--- config.mk ---
export PLATFORM = sky130hd
export DESIGN_NAME = ovf_chain_adder
export DESIGN_NICKNAME = d
export VERILOG_FILES = /design/src/rtl/ovf_chain_adder.sv
export SDC_FILE = /design/constraint.sdc
export NUM_CORES = 1
export LEC_CHECK = 0
export ABC_AREA = 1
export CAP_MARGIN = 5
export CORE_MARGIN = 4
export CORE_UTILIZATION = 35
export DETAILED_ROUTE_END_ITERATION = 8
export PLACE_DENSITY = 0.77
export SLEW_MARGIN = 20
export SYNTH_ARGS = -nofsm -noshare
export SYNTH_HDL_FRONTEND = slang
export SYNTH_SLANG_ARGS = --single-unit
--- constraint.sdc ---
create_clock -name clk -period 2.5 [get_ports clk]
set_input_delay 0.5 -clock clk [delete_from_list [all_inputs] [get_ports clk]]
set_output_delay 0.5 -clock clk [all_outputs]
set_load 0.02 [all_outputs]
--- src/rtl/ovf_chain_adder.sv ---
module ovf_chain_adder #(
  parameter int          DATA_W  = 64,
  parameter int          HALF_W  = 32,
  parameter logic [31:0] OPC_SEQ = 32'hF30F38F6
) (
  input  logic              clk,
  input  logic              rst_n,
  input  logic              in_valid,
  input  logic [31:0]       opc,
  input  logic [2:0]        reg_fld,
  input  logic [2:0]        rm_fld,
  input  logic              rex_present,
  input  logic              rex_w,
  input  logic              rex_r,
  input  logic              rex_b,
  input  logic              lock_pfx,
  input  logic              long_mode,
  input  logic              feat_en,
  input  logic [DATA_W-1:0] dst_val,
  input  logic [DATA_W-1:0] src_val,
  input  logic [31:0]       flags_in,
  output logic              out_valid,
  output logic [DATA_W-1:0] res_val,
  output logic              res_we,
  output logic [3:0]        dst_idx,
  output logic [3:0]        src_idx,
  output logic              wide_op,
  output logic [31:0]       flags_out,
  output logic              flags_we,
  output logic              ud_fault
);
  localparam int OF_BIT = 11;
  localparam int UP_W   = DATA_W - HALF_W;

  logic              hit, fault, rex_ok, wide, cin, cout;
  logic [DATA_W:0]   sum_w;
  logic [HALF_W:0]   sum_n;
  logic [DATA_W-1:0] res_nx;
  logic [31:0]       flg_nx;

  assign hit    = in_valid && (opc == OPC_SEQ);
  assign fault  = lock_pfx || !feat_en;
  assign rex_ok = long_mode && rex_present;
  assign wide   = rex_ok && rex_w;
  assign cin    = flags_in[OF_BIT];

  assign sum_w  = {1'b0, dst_val} + {1'b0, src_val} + {{DATA_W{1'b0}}, cin};
  assign sum_n  = {1'b0, dst_val[HALF_W-1:0]} + {1'b0, src_val[HALF_W-1:0]}
                + {{HALF_W{1'b0}}, cin};
  assign res_nx = wide ? sum_w[DATA_W-1:0] : {{UP_W{1'b0}}, sum_n[HALF_W-1:0]};
  assign cout   = wide ? sum_w[DATA_W] : sum_n[HALF_W];

  always_comb begin
    flg_nx         = flags_in;
    flg_nx[OF_BIT] = cout;
  end

  always_ff @(posedge clk) begin
    if (!rst_n) begin
      out_valid <= 1'b0;
      res_we    <= 1'b0;
      flags_we  <= 1'b0;
      ud_fault  <= 1'b0;
      res_val   <= '0;
      flags_out <= '0;
      dst_idx   <= '0;
      src_idx   <= '0;
      wide_op   <= 1'b0;
    end else begin
      out_valid <= hit;
      res_we    <= hit && !fault;
      flags_we  <= hit && !fault;
      ud_fault  <= hit && fault;
      if (hit) begin
        res_val   <= res_nx;
        flags_out <= flg_nx;
        dst_idx   <= {rex_ok && rex_r, reg_fld};
        src_idx   <= {rex_ok && rex_b, rm_fld};
        wide_op   <= wide;
      end
    end
  end

  AST_FAULT_BLOCKS_WRITES: assert property (@(posedge clk) disable iff (!rst_n)
    ud_fault |-> (!res_we && !flags_we));
  AST_WRITES_NEED_VALID: assert property (@(posedge clk) disable iff (!rst_n)
    (res_we || flags_we || ud_fault) |-> out_valid);
  AST_VALID_FROM_ACCEPT: assert property (@(posedge clk) disable iff (!rst_n)
    $rose(out_valid) |-> ($past(in_valid) && $past(opc) == OPC_SEQ));
  AST_HALF_UPPER_ZERO: assert property (@(posedge clk) disable iff (!rst_n)
    (res_we && !wide_op) |-> (res_val[DATA_W-1:HALF_W] == '0));
  AST_WIDE_NEEDS_LONG: assert property (@(posedge clk) disable iff (!rst_n)
    (out_valid && wide_op) |-> ($past(long_mode) && $past(rex_present)));
  AST_OTHER_FLAGS_KEPT: assert property (@(posedge clk) disable iff (!rst_n)
    flags_we |-> ((flags_out & ~(32'h1 << OF_BIT)) ==
                  ($past(flags_in) & ~(32'h1 << OF_BIT))));
  AST_WIDE_SUM: assert property (@(posedge clk) disable iff (!rst_n)
    (res_we && wide_op) |-> ({flags_out[OF_BIT], res_val} ==
      ({1'b0, $past(dst_val)} + {1'b0, $past(src_val)} +
       {{DATA_W{1'b0}}, $past(flags_in[OF_BIT])})));
endmodule

Word-level counts from Yosys, hierarchy flattened --
Cells that the tools add are included.
Word-level totals: input bits 208, word-level logic and storage cells 25, bits in registers 108
Operators by class: add/subtract/negate cells 4, muxes and demuxes 2, equal/unequal tests 1, reduce and logical (&&, ||, !) cells 10
Operator list (count):
- adder 64 x 64 -> 65 bit | 1
- adder 65 x 1 -> 65 bit | 1
- 2-to-1 mux 64 bit | 1
- adder 32 x 32 -> 33 bit | 1
- adder 33 x 1 -> 33 bit | 1
- == test 32 bit, second input constant | 1
- logical AND 1 bit | 7
- zero test 1 bit | 2
- logical OR 1 bit | 1
- 2-to-1 mux 1 bit | 1

Depth between registers and ports, before layout --
Gate-level depths: netlist of run 1.
word-level depth 4, depth in mapped cells 16

Worst setup path after synthesis of run 1 --
No wires, ideal clock.
kind input port to flip-flop, start point in dst_val[0], end point reg res_val[32], stages 13, arrival 2363 ps, slack 5 ps, data required time 2368 ps, setup time 132 ps, buffers on the path 0, cells stage by stage fa_1 > fa_1 > nand3_1 > nand3_1 > nand2_1 > nand2_1 > nand2_1 > nand2_1 > nand2_1 > nand2_1 > or2_1 > nand2_1 > a21oi_1
On the way: cells in the longest elaborated chain, start to end 3
Ends and longest elaborated chain:
- start: declaration | line 19 | input logic [DATA_W-1:0] dst_val,
- adder 64 x 64 -> 65 bit | line 47 | assign sum_w = {1'b0, dst_val} + {1'b0, src_val} + {{DATA_W{1'b0}}, cin};
- adder 65 x 1 -> 65 bit | line 47
- 2-to-1 mux 64 bit | line 50 | assign res_nx = wide ? sum_w[DATA_W-1:0] : {{UP_W{1'b0}}, sum_n[HALF_W-1:0]};
- end signal: assignment | line 75 | res_val <= res_nx;
- end: declaration | line 23 | output logic [DATA_W-1:0] res_val,
Every way passes these cells. A chain may end at the register's enable or synchronous reset.

Worst setup path after layout of run 1 --
start point in dst_val[0], end point reg res_val[30]
On the way: cells in the longest elaborated chain, start to end 3, elaborated cells between the ends (all ways) 5, those cells by class add/sub (4); mux (1)
Ends and longest elaborated chain (line):
- adder 64 x 64 -> 65 bit / adder 32 x 32 -> 33 bit (equally long branches) | 47, 48
- adder 65 x 1 -> 65 bit / adder 33 x 1 -> 33 bit (equally long branches) | 47, 49
- 2-to-1 mux 64 bit (*) | 50
Every way passes the cells marked *; elsewhere a longest branch is shown, timed or not.

==> results_tabular.tex, run 1 <==
\begin{tabular}{lr}
\hline
Metric & Value \\
\hline
\multicolumn{2}{l}{\textbf{Die}} \\
\quad Die Y-Extent & 174 um \\
\quad Core Area & 27000 um\^{}2 \\
\quad Starting density of the core & 35.6\% \\
\quad Number of placement rows & 60 \\
\quad Num ports & 317 \\
\quad Area enclosed by the die boundary & 30200 um\^{}2 \\
\quad DIE WIDTH & 174 um \\
\multicolumn{2}{l}{\textbf{Global routing}} \\
\quad Maximum number of pins on one net before global-route repair & 64 \\
\quad Initial antenna violation count & 1 \\
\quad Overall Global Routing Usage & 25.0\% \\
\quad Via count of the first global-routing pass & 11600 \\
\quad First-pass GRT wire length & 60600 um \\
\quad Grt ovf & 0 \\
\multicolumn{2}{l}{\textbf{Synthesis}} \\
\quad Number of warnings reported in the yosys synthesis log & 0 \\
\quad \#FFs+latches synth & 108 \\
\quad Fraction of post-synthesis cell area in the top cell type by area & 24.0\% \\
\quad Leading area contributor after synthesis & sky130\_fd\_sc\_hd\_\_nand2\_1 \\
\quad Number of unique standard cell types used by synthesis & 32 \\
\quad Post-Syn Area per Cell & 5.55 um\^{}2 \\
\quad Number of flops mapped to enable cells by yosys & 0 \\
\quad Async SR Flop Fraction & 0\% \\
\quad Synthesized area & 9600 um\^{}2 \\
\quad Part of the Yosys area used for sequential elements & 22.5\% \\
\quad Cells after synthesis & 1731 \\
\quad Mapped Nets & 2004 \\
\quad Most instantiated flip-flop cell in the synthesis netlist & sky130\_fd\_sc\_hd\_\_dfxtp\_1 \\
\quad Top area cells in the synthesized netlist & sky130\_fd\_sc\_hd\_\_nand2\_1, sky130\_fd\_sc\_hd\_\_dfxtp\_1, sky130\_fd\_sc\_hd\_\_inv\_1, sky130\_fd\_sc\_hd\_\_ha\_1, sky130\_fd\_sc\_hd\_\_nor2\_1 \\
\multicolumn{2}{l}{\textbf{Drt}} \\
\quad Drt via density & 4.79 \\
\quad Drc violations & 0 \\
\quad Number of vias in the routed layout & 12100 \\
\quad Count of nets left with antenna violations after detail routing & 0 \\
\quad Final WL & 39600 um \\
\quad Violation count after the first detailed-routing iteration & 876 \\
\quad Count of TritonRoute iterations in the first routing pass & 5 \\
\quad Post-detailed-route wirelength per cell & 15.6 um \\
\multicolumn{2}{l}{\textbf{Power and ir drop}} \\
\quad Pwr dens & 368 nW/um\^{}2 \\
\quad Register share of total power & 31.7\% \\
\quad Total internal power & 0.00346 W \\
\quad Worst supply voltage drop on vdd & 0.000326 V \\
\quad Clock share of power & 28.2\% \\
\quad Share of total power in combinational logic & 40.2\% \\
\quad Net switching share of the total power & 36.2\% \\
\quad Leak pwr & 7.49 nW \\
\quad P\_sw & 0.00197 W \\
\multicolumn{2}{l}{\textbf{STA}} \\
\quad Tmin final & 2410 ps \\
\quad Final hold slack & 471 ps \\
\quad Number of setup violations in the final report & 0 \\
\quad Worst Setup Slack, final & 89.9 ps \\
\quad Worst-case clock skew & 0 ps \\
\quad Fin. Hold Viols & 0 \\
\quad Worst relative slew slack & 70.2\% \\
\quad Final critical-path share of the clock period & 96.4\% \\
\quad Achievable frequency & 415 MHz \\
\quad Actual transition at the worst max-transition pin & 442 ps \\
\quad Number of pins exceeding their max-slew limit in the final report & 0 \\
\multicolumn{2}{l}{\textbf{Worst setup path}} \\
\quad Register-to-register setup slack & 1780 ps \\
\quad WP data arrival & 2670 ps \\
\quad Critical path endpoint category & flip-flop \\
\quad R2r worst-path depth & 2 \\
\quad Maximum fanout along the worst path & 3 \\
\quad Required arrival time at the worst endpoint & 2760 ps \\
\quad CP Launch Type & input pin \\
\quad Start point of the critical path & dst\_val[0] \\
\quad R2r startpoint & res\_val[21] \\
\quad Worst R2R End & res\_val[21] \\
\quad Worst setup path endpoint & res\_val[30] \\
\quad Critical path start-end classification & in -> reg \\
\multicolumn{2}{l}{\textbf{Outcome}} \\
\quad Status & finished, final reports clean \\
\multicolumn{2}{l}{\textbf{Place}} \\
\quad Cell count after placement & 2517 \\
\quad Count of buffers from port buffering & 316 \\
\quad Placed wire-length estimate after detailed placement & 33600 um \\
\quad RePlAce Congestion & 0.989 \\
\quad Post-placement setup slack & -479 ps \\
\multicolumn{2}{l}{\textbf{Clocking}} \\
\quad Clk sinks & 108 \\
\quad Buffers from clock root to sink, at most & 2 \\
\quad Root Buffer Master & sky130\_fd\_sc\_hd\_\_clkbuf\_16 \\
\quad CTS tree & built \\
\quad Total CTS buffers & 9 \\
\quad Worst-path clk slew & 90 ps \\
\quad \# hold bufs at CTS & 0 \\
\quad Skew-Pair Late Insertion Delay & 350 ps \\
\quad Deepest level of the CTS H-tree & 3 \\
\multicolumn{2}{l}{\textbf{Min path}} \\
\quad Path type of the worst min-delay path & reg -> reg \\
\quad WHS Path Cells & 2 \\
\multicolumn{2}{l}{\textbf{Finish}} \\
\quad Total Nets Final & 2461 \\
\quad Layout cell share with drive strength beyond 1 & 11.2\% \\
\quad Area Growth Syn to Fin & 53.6\% \\
\quad Non-filler instance count after layout & 2535 \\
\multicolumn{2}{l}{\textbf{Run}} \\
\quad Maxcap violations & 0 \\
\hline
\end{tabular}
## Yosys cell counts (2+ instances only)
cell                       number
sky130_fd_sc_hd__clkbuf_1      16
sky130_fd_sc_hd__nand3b_1       8
sky130_fd_sc_hd__nand2_2        8
sky130_fd_sc_hd__buf_2         12
sky130_fd_sc_hd__nor3_2         3
sky130_fd_sc_hd__o21ai_0       80
sky130_fd_sc_hd__a21oi_1      108
sky130_fd_sc_hd__clkinv_1       2
sky130_fd_sc_hd__nor2_1       192
sky130_fd_sc_hd__dfxtp_1      108
sky130_fd_sc_hd__nand2_1      614
sky130_fd_sc_hd__nand3_1       89
sky130_fd_sc_hd__xnor2_1       29
sky130_fd_sc_hd__nor2_2         6
sky130_fd_sc_hd__nor3_1        17
sky130_fd_sc_hd__nand3_2        6
sky130_fd_sc_hd__inv_2          2
sky130_fd_sc_hd__ha_1          63
sky130_fd_sc_hd__fa_1           2
sky130_fd_sc_hd__inv_1        329
sky130_fd_sc_hd__buf_4          5
sky130_fd_sc_hd__and2_1         2
sky130_fd_sc_hd__nand4_1       20
sky130_fd_sc_hd__nor4_1         2
## registers in the layout (all words and copies together) (netlist names)
register and cells:
wide_op 1, flags_we 1, flags_out 32, ud_fault 1
src_idx 4, res_val 64, out_valid 1, dst_idx 4
## cell families after synthesis
logic type / share of synthesized area, %
xor gates and xnor gates: 2.74
DFF: 22.5
and+or+nand+nor: 41.6
AOI/OAI and AO/OA: 9.88
buffers and inverters: 14.7
adders and majority gates: 8.63
## cell type report
| class | count | area [um^2] |
|---|---|---|
| diodes | 1 | 2.50 |
| clock buffers | 9 | 225 |
| clock inverters | 7 | 80.1 |
| fillers | 2681 | 12200 |
| inverters | 333 | 1250 |
| multi-input cells | 1257 | 6180 |
| flip-flops and latches | 108 | 2160 |
| well taps | 341 | 427 |
| repair buffers | 479 | 4420 |
## worst min path at each step
stage / endpoint / slack [ps] / start
global route: res_val[46] / 490 / res_val[46]
global placement: res_val[52] / 460 / res_val[52]
detailed placement: res_val[60] / 460 / res_val[60]
CTS: res_val[60] / 470 / res_val[60]
floorplan: res_val[36] / 540 / res_val[36]
finish: res_val[60] / 470 / res_val[60]
## timing repair
action,in CTS,in global routing
gates resized for setup,4,39
buffers inserted,0,1
endpoints found under the setup margin,15,34
pin swaps,0,4
## layout by cell type, fill, tap and decap left out, drive strengths merged, types with 2 or more instances in the layout
cell type	instances
a21oi	108
and2	2
buf	164
clkbuf	9
clkdlybuf4s50	313
clkinv	5
dfxtp	108
dlymetal6s2s	2
fa	2
ha	63
inv	334
nand2	622
nand3	95
nand3b	8
nand4	20
nor2	199
nor3	20
nor4	3
o21ai	80
xnor2	29
## power groups by stage
stage               clock network, W  registers, W  logic (W)
finish                       0.00153       0.00172    0.00218
global route                 0.00162       0.00172    0.00239
CTS                          0.00155       0.00172    0.00212
detailed placement                 0       0.00176    0.00210
global placement                   0       0.00176    0.00208
floorplan                          0       0.00176    0.00105
## routing by layer
metal,global-route usage (%),routed length [um],vias to the layer above
met4,7.59,1040,0
met2,44.9,18900,445
met1,31.0,17000,5429
li1,-,-,6214
met5,0,0,-
met3,3.53,2670,55
## per-stage QoR
step	TNS [ps]	area, um^2	utilization, %	power [W]
2_1_floorplan	0	9600	-	0.00281
3_3_place_gp	-14140	14300	53.0	0.00384
3_5_place_dp	-18320	14300	53.0	0.00386
4_1_cts	0	14600	54.2	0.00538
5_1_grt	-7.69	14800	54.7	0.00573
6_report	0	14800	54.7	0.00543
## worst max-delay path, cell delays in order
cell	delay (ps)
sky130_fd_sc_hd__clkdlybuf4s50_1	420
sky130_fd_sc_hd__fa_2	360
sky130_fd_sc_hd__fa_2	380
sky130_fd_sc_hd__buf_4	160
sky130_fd_sc_hd__nand2_1	90
sky130_fd_sc_hd__nand3_2	100
sky130_fd_sc_hd__nand2_1	80
sky130_fd_sc_hd__nand2_1	70
sky130_fd_sc_hd__nand2_1	70
sky130_fd_sc_hd__nand2_2	80
sky130_fd_sc_hd__buf_4	160
sky130_fd_sc_hd__xnor2_2	130
sky130_fd_sc_hd__a21oi_1	80
No activity file was read; power rests on OpenSTA's default activity.
==> inputs of run 2 (changes only) <==
--- a/config.mk
+++ b/config.mk
@@ -10,6 +10,7 @@
 export CORE_MARGIN = 4
 export CORE_UTILIZATION = 35
 export DETAILED_ROUTE_END_ITERATION = 8
+export GPL_ROUTABILITY_DRIVEN = 1
 export PLACE_DENSITY = 0.77
 export SLEW_MARGIN = 20
 export SYNTH_ARGS = -nofsm -noshare
==> constraint.sdc (replaced) <==
create_clock -name clk -period 2.5 [get_ports clk]
set_input_delay 0.75 -clock clk [delete_from_list [all_inputs] [get_ports clk]]
set_output_delay 0.75 -clock clk [all_outputs]
set_load 0.02 [all_outputs]
==> results_tabular.tex, run 2 (synthesis results as in run 1) <==
\begin{tabular}{lr}
\hline
Metric & Value \\
\hline
\multicolumn{2}{l}{\textbf{Global routing}} \\
\quad First-pass GRT wire length & 61900 um (was 60600 um) \\
\quad Grt ovf & 0 (unchanged) \\
\quad Via count of the first global-routing pass & 12100 (was 11600) \\
\quad Overall Global Routing Usage & 25.2\% (was 25.0\%) \\
\quad Maximum number of pins on one net before global-route repair & 44 (was 64) \\
\quad Initial antenna violation count & 0 (was 1) \\
\multicolumn{2}{l}{\textbf{Finish}} \\
\quad Fill count & 2357 (was 2681) \\
\quad Diode insertion count for antenna repair & 0 (was 1) \\
\quad Top flop regs & res\_val (64), flags\_out (32) (unchanged) \\
\quad Max FFs per register & 64 (unchanged) \\
\quad Area Growth Syn to Fin & 73.4\% (was 53.6\%) \\
\quad Leading cell types in the layout, fill and taps excluded & sky130\_fd\_sc\_hd\_\_nand2\_1, sky130\_fd\_sc\_hd\_\_inv\_1, sky130\_fd\_sc\_hd\_\_clkdlybuf4s50\_1 (unchanged) \\
\quad Area used by multi-input combinational logic & 7730 um\^{}2 (was 6180 um\^{}2) \\
\quad Area taken by flip-flops and latches & 2160 um\^{}2 (unchanged) \\
\quad Leading cell type in the layout, fill and taps excluded & sky130\_fd\_sc\_hd\_\_nand2\_1 (unchanged) \\
\quad Register bank with the most flops & res\_val (unchanged) \\
\quad Finished Core Util & 61.8\% (was 54.7\%) \\
\quad Non-filler instance count after layout & 2562 (was 2535) \\
\quad Total Nets Final & 2489 (was 2461) \\
\quad Layout cell share with drive strength beyond 1 & 24.0\% (was 11.2\%) \\
\multicolumn{2}{l}{\textbf{Clocking}} \\
\quad Skew-Pair Late Insertion Delay & 360 ps (was 350 ps) \\
\quad Total CTS buffers & 9 (unchanged) \\
\quad CTS tree & built (unchanged) \\
\quad Worst-path clk slew & 80 ps (was 90 ps) \\
\quad \# hold bufs at CTS & 0 (unchanged) \\
\quad Clk sinks & 108 (unchanged) \\
\quad Deepest level of the CTS H-tree & 3 (unchanged) \\
\quad Buffers from clock root to sink, at most & 2 (unchanged) \\
\quad Root Buffer Master & sky130\_fd\_sc\_hd\_\_clkbuf\_16 (unchanged) \\
\multicolumn{2}{l}{\textbf{STA}} \\
\quad Actual transition at the worst max-transition pin & 488 ps (was 442 ps) \\
\quad Worst relative slew slack & 67.5\% (was 70.2\%) \\
\quad Final critical-path share of the clock period & 98.6\% (was 96.4\%) \\
\quad Tmin final & 2460 ps (was 2410 ps) \\
\quad Number of pins exceeding their max-slew limit in the final report & 0 (unchanged) \\
\quad Worst-case clock skew & 0 ps (unchanged) \\
\quad Achievable frequency & 406 MHz (was 415 MHz) \\
\quad Fin. Hold Viols & 0 (unchanged) \\
\quad Number of setup violations in the final report & 0 (unchanged) \\
\quad RSZ-0062 raised after global routing & true \\
\multicolumn{2}{l}{\textbf{Power and ir drop}} \\
\quad Leak pwr & 8.21 nW (was 7.49 nW) \\
\quad Clock share of power & 27.1\% (was 28.2\%) \\
\quad Net switching share of the total power & 36.9\% (was 36.2\%) \\
\quad Pwr dens & 359 nW/um\^{}2 (was 368 nW/um\^{}2) \\
\quad Worst supply voltage drop on vdd & 0.000341 V (was 0.000326 V) \\
\quad P\_sw & 0.00221 W (was 0.00197 W) \\
\quad Share of total power in combinational logic & 44.2\% (was 40.2\%) \\
\quad Register share of total power & 28.7\% (was 31.7\%) \\
\quad Total internal power & 0.00377 W (was 0.00346 W) \\
\multicolumn{2}{l}{\textbf{Drt}} \\
\quad Number of vias in the routed layout & 12800 (was 12100) \\
\quad Violation count after the first detailed-routing iteration & 804 (was 876) \\
\quad Post-detailed-route wirelength per cell & 16.4 um (was 15.6 um) \\
\quad Final WL & 42000 um (was 39600 um) \\
\quad Drt via density & 4.99 (was 4.79) \\
\quad Count of nets left with antenna violations after detail routing & 0 (unchanged) \\
\quad Count of TritonRoute iterations in the first routing pass & 5 (unchanged) \\
\quad Drc violations & 0 (unchanged) \\
\multicolumn{2}{l}{\textbf{Outcome}} \\
\quad Status & finished, final reports clean (unchanged) \\
\multicolumn{2}{l}{\textbf{Die}} \\
\quad Number of placement rows & 60 (unchanged) \\
\quad Num ports & 317 (unchanged) \\
\quad DIE WIDTH & 174 um (unchanged) \\
\quad Core Area & 27000 um\^{}2 (unchanged) \\
\quad Die Y-Extent & 174 um (unchanged) \\
\quad Area enclosed by the die boundary & 30200 um\^{}2 (unchanged) \\
\quad Starting density of the core & 35.6\% (unchanged) \\
\multicolumn{2}{l}{\textbf{Place}} \\
\quad Placed wire-length estimate after detailed placement & 33100 um (was 33600 um) \\
\quad RePlAce Congestion & 0.993 (was 0.989) \\
\quad Count of buffers from port buffering & 316 (unchanged) \\
\quad Cell count after placement & 2535 (was 2517) \\
\multicolumn{2}{l}{\textbf{Worst setup path}} \\
\quad Required arrival time at the worst endpoint & 2740 ps (was 2760 ps) \\
\quad CP Launch Type & input pin (unchanged) \\
\quad Slowest-stage cell, CP & sky130\_fd\_sc\_hd\_\_clkdlybuf4s50\_1 (unchanged) \\
\quad Maximum fanout along the worst path & 4 (was 3) \\
\quad WP data arrival & 2700 ps (was 2670 ps) \\
\quad Cell-by-cell listing of the critical path & clkdlybuf4s50\_1 -> ha\_4 -> nand2\_2 -> nor2\_4 -> inv\_2 -> nor2\_4 -> nand2\_2 -> nor4\_4 -> nand2\_2 -> nand2\_1 -> nand2\_1 -> nand3\_1 -> a21oi\_1 (was clkdlybuf4s50\_1 -> fa\_2 -> fa\_2 -> buf\_4 -> nand2\_1 -> nand3\_2 -> nand2\_1 -> nand2\_1 -> nand2\_1 -> nand2\_2 -> buf\_4 -> xnor2\_2 -> a21oi\_1) \\
\quad Critical Path Most Common Cell & sky130\_fd\_sc\_hd\_\_nand2\_2 (was sky130\_fd\_sc\_hd\_\_nand2\_1) \\
\quad Critical path start-end classification & in -> reg (unchanged) \\
\quad CP max stage delay & 460 ps (was 420 ps) \\
\quad Critical path endpoint category & flip-flop (unchanged) \\
\multicolumn{2}{l}{\textbf{Min path}} \\
\quad Path type of the worst min-delay path & reg -> reg (unchanged) \\
\multicolumn{2}{l}{\textbf{Run}} \\
\quad Maxcap violations & 0 (unchanged) \\
\hline
\end{tabular}
run 2: cell count changes in the layout (fill, tap and decap cells not counted), sizes merged:
cell	before	now
diode	1	0
clkinvlp	1	0
clkdlybuf4s50	313	271
buf	164	192
dlymetal6s2s	2	41
clkbuf	9	12
bufinv	0	1
run 2: final timing paths:
kind	start	to	slack, ps	cells after the start
hold reg to reg	res_val[52]	res_val[52]	470	2
setup reg to reg	res_val[6]	res_val[6]	1740	2
setup / recovery	src_val[28]	res_val[59]	40	13
hold / removal	res_val[52]	res_val[52]	470	2
run 2: power groups by stage:
stage                     combinational (W)  sequential [W]  clock, W
after detailed placement            0.00212         0.00176         0
final                               0.00264         0.00172   0.00162
after global routing                0.00285         0.00172   0.00170
after floorplan                     0.00105         0.00176         0
after CTS                           0.00220         0.00172   0.00163
after global placement              0.00210         0.00176         0
run 2: area by class of cell:
type / count / area share, %
Clock buffer: 9 / 1.35
Clock inverter: 7 / 0.556
Inverter: 333 / 7.52
Multi-Input combinational cell: 1257 / 46.4
Sequential cell: 108 / 13.0
Tap cell: 341 / 2.56
Timing Repair Buffer: 507 / 28.6
run 2: critical path, delay by kind of cell:
family | cells | cell delay (ps)
AO/OA/AOI/OAI | 1 | 60
adder cells (fa/ha/maj) | 1 | 330
buffers and inverters | 2 | 530
AND/OR/NAND/NOR | 9 | 1010
run 2: per-layer routing:
layer  part of all wire [%]  global-route usage (%)  vias up  wire length (um)
met5                      0                       0        -                 0
met4                    3.7                    8.18        0              1550
met3                    6.8                    3.56       98              2850
met2                     48                    44.2      562             20100
met1                     42                    31.8     5869             17500
li1                       -                       -     6264                 -
run 2: what timing repair did:
action	in CTS	in global routing
pin swaps	6	77
setup endpoints to repair	50	84
gates resized for setup	60	372
cloned	0	0
buffers inserted	0	11
run 2: per-stage QoR:
step                hold WS (ps)  TNS [ps]  worst slack [ps]  instance area, um^2  power (W)
floorplan                    541     -41.4             -41.4                 9630    0.00281
global placement             457    -30580              -578                14500    0.00386
detailed placement           459    -38330              -633                14500    0.00388
CTS                          472     -31.6             -25.5                15000    0.00555
global route                 490      -707             -71.5                16700    0.00626
finish                       469         0              35.6                16700    0.00598
==> inputs of run 3 (changes only) <==
--- a/config.mk
+++ b/config.mk
@@ -12,7 +12,7 @@
 export DETAILED_ROUTE_END_ITERATION = 8
 export GPL_ROUTABILITY_DRIVEN = 1
 export PLACE_DENSITY = 0.77
-export SLEW_MARGIN = 20
+export SLEW_MARGIN = 0
 export SYNTH_ARGS = -nofsm -noshare
 export SYNTH_HDL_FRONTEND = slang
 export SYNTH_SLANG_ARGS = --single-unit
==> results of run 3 <==
Final layout, timing and power as in run 2 (identical DEF).
